--- config.mk ---
export PLATFORM = sky130hd
export DESIGN_NAME = adc_frame_ctrl
export DESIGN_NICKNAME = d
export VERILOG_FILES = /design/src/rtl/adc_frame_pkg.sv /design/src/rtl/adc_frame_timer.sv /design/src/rtl/adc_cfg_tx.sv /design/src/rtl/adc_result_rx.sv /design/src/rtl/adc_frame_ctrl.sv
export SDC_FILE = /design/constraint.sdc
export NUM_CORES = 1
export LEC_CHECK = 0
export BUFFER_PORTS_ARGS = -buffer_cell sky130_fd_sc_hd__buf_4
export CAP_MARGIN = 10
export CORE_MARGIN = 5
export CORE_UTILIZATION = 35
export DETAILED_ROUTE_END_ITERATION = 16
export GPL_TIMING_DRIVEN = 0
export HOLD_SLACK_MARGIN = 0.05
export PLACE_DENSITY_LB_ADDON = 0.25
export SKIP_LAST_GASP = 1
export SLEW_MARGIN = 15
export SYNTH_ARGS = -nofsm -noshare
export SYNTH_HDL_FRONTEND = slang
export SYNTH_SLANG_ARGS = --single-unit
--- constraint.sdc ---
create_clock -name clk -period 2.7 [get_ports clk]
set_input_delay 0.405 -clock clk [delete_from_list [all_inputs] [get_ports clk]]
set_output_delay 0.405 -clock clk [all_outputs]
set_load 0.05 [all_outputs]
--- src/rtl/adc_frame_pkg.sv ---
package adc_frame_pkg;
  localparam int CFG_BITS = 6;
  localparam int CH_W     = 3;

  typedef enum logic [1:0] {
    SDI_OFF,
    SDI_INIT,
    SDI_SHIFT,
    SDI_DONE
  } sdi_phase_e;

  // single-ended, odd bit, pair select, unipolar, no sleep
  function automatic logic [CFG_BITS-1:0] cfg_word(input logic [CH_W-1:0] ch);
    return {1'b1, ch[0], ch[2], ch[1], 1'b1, 1'b0};
  endfunction
endpackage

--- src/rtl/adc_frame_timer.sv ---
module adc_frame_timer #(
  parameter int CONV_TICKS  = 64,
  parameter int NBITS       = 12,
  parameter int TAIL_TICKS  = 320,
  parameter int PULSE_TICKS = 4,
  parameter int CNT_W       = 9
) (
  input  logic             clk,
  input  logic             rst_n,
  input  logic             start,
  output logic             go,
  output logic             busy,
  output logic [CNT_W-1:0] tick,
  output logic             convst,
  output logic             sck_gate
);
  localparam int FRAME_LEN = CONV_TICKS + NBITS + TAIL_TICKS;
  localparam logic [CNT_W-1:0] LAST_TICK = CNT_W'(FRAME_LEN - 1);
  localparam logic [CNT_W-1:0] XFER_LO   = CNT_W'(CONV_TICKS);
  localparam logic [CNT_W-1:0] XFER_HI   = CNT_W'(CONV_TICKS + NBITS - 1);
  localparam logic [CNT_W-1:0] PULSE_END = CNT_W'(PULSE_TICKS);

  logic start_q;

  assign go     = start & ~start_q & ~busy;
  assign convst = busy & (tick < PULSE_END);

  always_ff @(posedge clk or negedge rst_n) begin
    if (!rst_n) begin
      start_q <= 1'b0;
      busy    <= 1'b0;
      tick    <= '0;
    end else begin
      start_q <= start;
      if (go) begin
        busy <= 1'b1;
        tick <= '0;
      end else if (busy) begin
        if (tick == LAST_TICK) begin
          busy <= 1'b0;
          tick <= '0;
        end else begin
          tick <= tick + CNT_W'(1);
        end
      end
    end
  end

  // gate changes while clk is low so each pulse is a clean high half
  always_ff @(negedge clk or negedge rst_n) begin
    if (!rst_n) sck_gate <= 1'b0;
    else        sck_gate <= busy & (tick >= XFER_LO) & (tick <= XFER_HI);
  end

  p_tick_step_r4: assert property (@(posedge clk) disable iff (!rst_n)
    (busy && tick != LAST_TICK) |=> (busy && tick == $past(tick) + CNT_W'(1)));
  p_frame_end_r4: assert property (@(posedge clk) disable iff (!rst_n)
    (busy && tick == LAST_TICK) |=> !busy);
  p_sck_quiet_r3: assert property (@(posedge clk) disable iff (!rst_n)
    (!busy && !$past(busy)) |-> !sck_gate);
  p_no_restart_r1: assert property (@(posedge clk) disable iff (!rst_n)
    (busy && start && !start_q && tick != LAST_TICK) |=> tick != '0);
endmodule

--- src/rtl/adc_cfg_tx.sv ---
module adc_cfg_tx
  import adc_frame_pkg::*;
#(
  parameter int CONV_TICKS = 64,
  parameter int CNT_W      = 9
) (
  input  logic             clk,
  input  logic             rst_n,
  input  logic             go,
  input  logic             busy,
  input  logic [CNT_W-1:0] tick,
  input  logic [CH_W-1:0]  chan,
  output logic             sdi
);
  localparam logic [CNT_W-1:0] XFER_LO  = CNT_W'(CONV_TICKS);
  localparam logic [CNT_W-1:0] SHIFT_HI = CNT_W'(CONV_TICKS + CFG_BITS - 1);

  logic [CFG_BITS-1:0] word_q;
  logic [CFG_BITS-1:0] shifted;
  logic [CNT_W-1:0]    offs;
  sdi_phase_e          phase;
  logic                sdi_d;

  always_ff @(posedge clk or negedge rst_n) begin
    if (!rst_n)  word_q <= '0;
    else if (go) word_q <= cfg_word(chan);
  end

  assign offs    = tick - XFER_LO;
  assign shifted = word_q << offs;

  always_comb begin
    if (!busy)                 phase = SDI_OFF;
    else if (tick <= XFER_LO)  phase = SDI_INIT;
    else if (tick <= SHIFT_HI) phase = SDI_SHIFT;
    else                       phase = SDI_DONE;
  end

  always_comb begin
    unique case (phase)
      SDI_INIT:  sdi_d = word_q[CFG_BITS-1];
      SDI_SHIFT: sdi_d = shifted[CFG_BITS-1];
      default:   sdi_d = 1'b0;
    endcase
  end

  always_ff @(negedge clk or negedge rst_n) begin
    if (!rst_n) sdi <= 1'b0;
    else        sdi <= sdi_d;
  end

  p_sdi_idle_r6: assert property (@(posedge clk) disable iff (!rst_n)
    (!busy && !$past(busy)) |-> !sdi);
  p_sdi_init_r6: assert property (@(posedge clk) disable iff (!rst_n)
    (busy && tick <= XFER_LO) |-> sdi == word_q[CFG_BITS-1]);
  p_word_hold_r5: assert property (@(posedge clk) disable iff (!rst_n)
    (busy && !go) |=> $stable(word_q));
endmodule

--- src/rtl/adc_result_rx.sv ---
module adc_result_rx #(
  parameter int CONV_TICKS = 64,
  parameter int NBITS      = 12,
  parameter int CNT_W      = 9
) (
  input  logic             clk,
  input  logic             rst_n,
  input  logic             go,
  input  logic             busy,
  input  logic [CNT_W-1:0] tick,
  input  logic             sdo,
  output logic [NBITS-1:0] result,
  output logic             done
);
  localparam int CAP_W = $clog2(NBITS + 1);
  localparam logic [CNT_W-1:0] CAP_LO   = CNT_W'(CONV_TICKS + 1);
  localparam logic [CNT_W-1:0] LAST_BIT = CNT_W'(CONV_TICKS + NBITS);

  logic [NBITS-1:0] shreg;
  logic [CAP_W-1:0] cap_cnt;
  logic             load;

  // sample on the falling edge that ends each serial pulse
  always_ff @(negedge clk or negedge rst_n) begin
    if (!rst_n) begin
      shreg   <= '0;
      cap_cnt <= '0;
    end else if (busy && tick >= CAP_LO && tick <= LAST_BIT) begin
      shreg   <= {shreg[NBITS-2:0], sdo};
      cap_cnt <= cap_cnt + CAP_W'(1);
    end else if (busy && tick < CAP_LO) begin
      cap_cnt <= '0;
    end
  end

  assign load = busy & (tick == LAST_BIT);

  always_ff @(posedge clk or negedge rst_n) begin
    if (!rst_n) begin
      result <= '0;
      done   <= 1'b0;
    end else if (go) begin
      done <= 1'b0;
    end else if (load) begin
      result <= shreg;
      done   <= 1'b1;
    end
  end

  p_full_word_r7: assert property (@(posedge clk) disable iff (!rst_n)
    load |-> cap_cnt == CAP_W'(NBITS));
  p_done_clear_r9: assert property (@(posedge clk) disable iff (!rst_n)
    go |=> !done);
  p_result_hold_r9: assert property (@(posedge clk) disable iff (!rst_n)
    !load |=> $stable(result));
  p_done_keep_r8: assert property (@(posedge clk) disable iff (!rst_n)
    (done && !go) |=> done);
endmodule

--- src/rtl/adc_frame_ctrl.sv ---
module adc_frame_ctrl
  import adc_frame_pkg::*;
#(
  parameter int CONV_TICKS  = 64,
  parameter int NBITS       = 12,
  parameter int TAIL_TICKS  = 320,
  parameter int PULSE_TICKS = 4
) (
  input  logic             clk,
  input  logic             rst_n,
  input  logic             start,
  input  logic [CH_W-1:0]  chan_sel,
  input  logic             adc_sdo,
  output logic             adc_convst,
  output logic             adc_sck,
  output logic             adc_sdi,
  output logic [NBITS-1:0] result,
  output logic             done
);
  localparam int FRAME_LEN = CONV_TICKS + NBITS + TAIL_TICKS;
  localparam int CNT_W     = $clog2(FRAME_LEN);

  logic             go;
  logic             busy;
  logic [CNT_W-1:0] tick;
  logic             sck_gate;

  adc_frame_timer #(
    .CONV_TICKS(CONV_TICKS), .NBITS(NBITS), .TAIL_TICKS(TAIL_TICKS),
    .PULSE_TICKS(PULSE_TICKS), .CNT_W(CNT_W)
  ) u_timer (
    .clk(clk), .rst_n(rst_n), .start(start), .go(go), .busy(busy),
    .tick(tick), .convst(adc_convst), .sck_gate(sck_gate)
  );

  adc_cfg_tx #(.CONV_TICKS(CONV_TICKS), .CNT_W(CNT_W)) u_tx (
    .clk(clk), .rst_n(rst_n), .go(go), .busy(busy), .tick(tick),
    .chan(chan_sel), .sdi(adc_sdi)
  );

  adc_result_rx #(.CONV_TICKS(CONV_TICKS), .NBITS(NBITS), .CNT_W(CNT_W)) u_rx (
    .clk(clk), .rst_n(rst_n), .go(go), .busy(busy), .tick(tick),
    .sdo(adc_sdo), .result(result), .done(done)
  );

  assign adc_sck = clk & sck_gate;

  p_reset_quiet_r10: assert property (@(posedge clk)
    !rst_n |-> (!adc_convst && !done && result == '0));
endmodule

==> run_results.csv <==
group,metric,value,unit
status,status,"finished with violations",
status,violations,"negative setup slack",
final_layout,stdcell_count,281,
worst_setup_path,cp-end-kind,"flip-flop",
job,drv_cap,0,
worst_setup_path,path_class,"reg2reg",
place,port_buffers,22,
yosys,synth-seq-area-share,0.5344,
worst_setup_path,worst-path-max-fanout,5,
final_layout,nFillCells,518,
route,first_iter_violations,52,
power,switching_share,0.3827,
yosys,synth_seq_cells,42,
yosys,ys.flop_type,"dfrtp_1",
route,wl_per_cell,14.86,microns
final_layout,layout_commonest_cell,"buf_4",
final_layout,drive_above_1_share,0.4833,
yosys,synth_area_per_cell,12.07,sq um
final_layout,antennaDiodeCount,0,
floorplan,core,5473,sq um
clock_tree,clk_pin_slew,0.08,ns
worst_setup_path,cp.arrival,2.16,ns
floorplan,ios,23,
worst_hold_path,hold_path.class,"in2reg",
power,p_leak,1.210,nW
power,p_seq_frac,0.318,
yosys,syn_inst,163,
sta,setup_slack,-0.5424,ns
route,wl,4177,microns
sta,slew_viol_final,0,
sta,worst_pin_slew,0.5330,ns
sta,timing.final.setup_violations,17,
clock_tree,clock_latency,0.41,ns
place,dpl.hpwl,2641,microns
route,wl_met2,2024,microns
yosys,synth_edf_count,0,
route,via_count,1440,
yosys,synth_cell_type_count,40,
worst_setup_path,start_kind,"flip-flop",
yosys,synth_fp_nets,173,
yosys,synth_area_leaders,"dfrtp_1 36%, dfrtn_1 18%, mux2_2 16%",
yosys,netlist_area,1967,sq um
global_routing,grt_first_pass_wirelength,6679,microns
global_routing,grt_start_max_net_pins,43,
final_layout,final_cell_mix,"33 x buf_4, 27 x dfrtp_1, 17 x mux2_2",
floorplan,die_w,84.97,microns
route,dr.pass1.iters,4,
power,p_comb_frac,0.503,
power,power.density,1206,nW/um^2
sta,tns,-6.515,ns
sta,slew_headroom,0.6447,
sta,hold_ws,0.1186,ns
sta,rsz0062_at_grt,"true",
worst_setup_path,worstPathRequired,1.61,ns
clock_tree,cts_tree,"built",
power,vdd_drop_max,0.5871,mV
sta,skew,0.02320,ns
global_routing,grt_pass1_vias,1390,
yosys,synth_top_area_frac,0.3562,
place,pre_cts_ws,-0.6797,ns
floorplan,die_h,84.97,microns
floorplan,placementRows,27,
route,top_layer,"met4",
power,clkPwrFrac,0.178,
final_layout,finalNetCount,218,
route,ant_nets,0,
global_routing,antenna_found_initial,0,
place,gp_congestion,0.8152,
floorplan,start_util,0.3594,
global_routing,overflow,0,
yosys,ys_warn_count,0,
route,drc_errors,0,
global_routing,grt.total_usage,0.1169,
yosys,synth_top_area_cell,"dfrtp_1",
sta,final_hold_viol_count,0,
power,internal_power,1.929,mW
yosys,postSynth.asyncResetShare,1.000,
route,vias_per_cell,5.125,
power,p_sw,1.196,mW
place,dp_cells,257,
floorplan,die_area,7219,sq um
route,met3RoutedLength,263,microns
route,drt-met1-wl,1859,microns
final_layout,area_growth,31.74,%
[cell families after synthesis]
family,after synthesis,share of synthesized area
AOI/OAI and AO/OA,29,0.1101
xor gates and xnor gates,1,0.004454
adders and majority gates,3,0.01909
buffers and inverters,15,0.04198
DFF,42,0.5344
muxes,29,0.1660
and+or+nand+nor,44,0.1240
[timing repair]
action,in CTS,in global routing
cloned,1,0
endpoints found under the hold margin,28,0
pin swaps,3,8
gates resized for setup,19,15
hold buffers,1,0
setup endpoints to repair,17,17
buffers inserted,5,6
[Yosys cell counts (2+ instances only)]
cell / number
or2_2: 3
mux2_2: 28
o31ai_1: 2
nand2b_1: 2
nand2_1: 10
buf_4: 2
a21oi_1: 4
ha_1: 3
dfrtn_1: 14
o21ai_0: 6
nand3_1: 5
inv_1: 3
buf_2: 3
nor2_1: 9
nor2b_1: 3
a31oi_1: 4
a41oi_1: 2
clkbuf_1: 5
dfrtp_1: 28
and3_1: 4
nor3b_1: 2
nand3b_1: 2
buf_6: 2
[worst paths after layout]
kind	start	end	slack (ns)	depth (start not counted)
max in group asynchronous	rst_n	u_rx.shreg[9]	0.55	2
worst min register to register	u_rx.shreg[11]	u_rx.shreg[11]	0.47	1
min in group asynchronous	rst_n	u_rx.result[1]	0.53	2
worst max-delay path	u_timer.tick[5]	u_rx.shreg[2]	-0.54	6
worst max register to register	u_timer.tick[5]	u_rx.shreg[2]	-0.54	6
worst min-delay path	start	u_timer.start_q	0.12	1
[registers in the layout (all words and copies together) (netlist names)]
signal,count
u_tx.word_q,4
u_rx.shreg,12
u_rx.done,1
u_rx.result,12
u_timer.tick,9
u_timer.sck_gate,1
u_timer.start_q,1
u_timer.busy,1
u_tx.sdi,1
[power by group through the flow]
stage	Clock (mW)	Combinational, mW	Sequential (mW)
2_1_floorplan	0.0230	0.848	1.06
3_3_place_gp	0.0308	1.20	0.997
4_1_cts	0.571	1.38	0.994
5_1_grt	0.607	1.68	1.02
6_report	0.557	1.57	0.995
3_5_place_dp	0.0308	1.20	1.00
[stage by stage]
| step | power [mW] | instance area [sq um] | util |
|---|---|---|---|
| detailed placement | 2.238 | 2241 | 0.4095 |
| global placement | 2.224 | 2241 | 0.4095 |
| floorplan | 1.935 | 1986 | - |
| CTS | 2.949 | 2481 | 0.4534 |
| global route | 3.313 | 2591 | 0.4735 |
| finish | 3.125 | 2591 | 0.4735 |
[critical path, cell delays in order (launching register included)]
cell and delay, ns:
dfrtp_1 0.40, buf_6 0.13, nor4b_4 0.31, a22oi_2 0.09
a211oi_2 0.28, buf_4 0.24, mux2_4 0.30
[metal layers]
metal / vias up / GRT usage
met5: - / 0
met2: 39 / 0.1702
li1: 670 / -
met4: 0 / 0.04748
met1: 727 / 0.1534
met3: 4 / 0.04854
[layout make-up]
| cell class | count | area (sq um) | area share |
|---|---|---|---|
| well taps | 72 | 90.09 | 0.03477 |
| repair buffers | 34 | 265.3 | 0.1024 |
| plain buffers | 12 | 87.58 | 0.03380 |
| flip-flops and latches | 42 | 1052 | 0.4061 |
| clock inverters | 2 | 13.76 | 0.005311 |
| clock buffers | 10 | 128.9 | 0.04973 |
| inverters | 3 | 13.76 | 0.005311 |
| multi-input cells | 106 | 939.7 | 0.3626 |
Note: power is estimated with default switching activity, not from simulation.
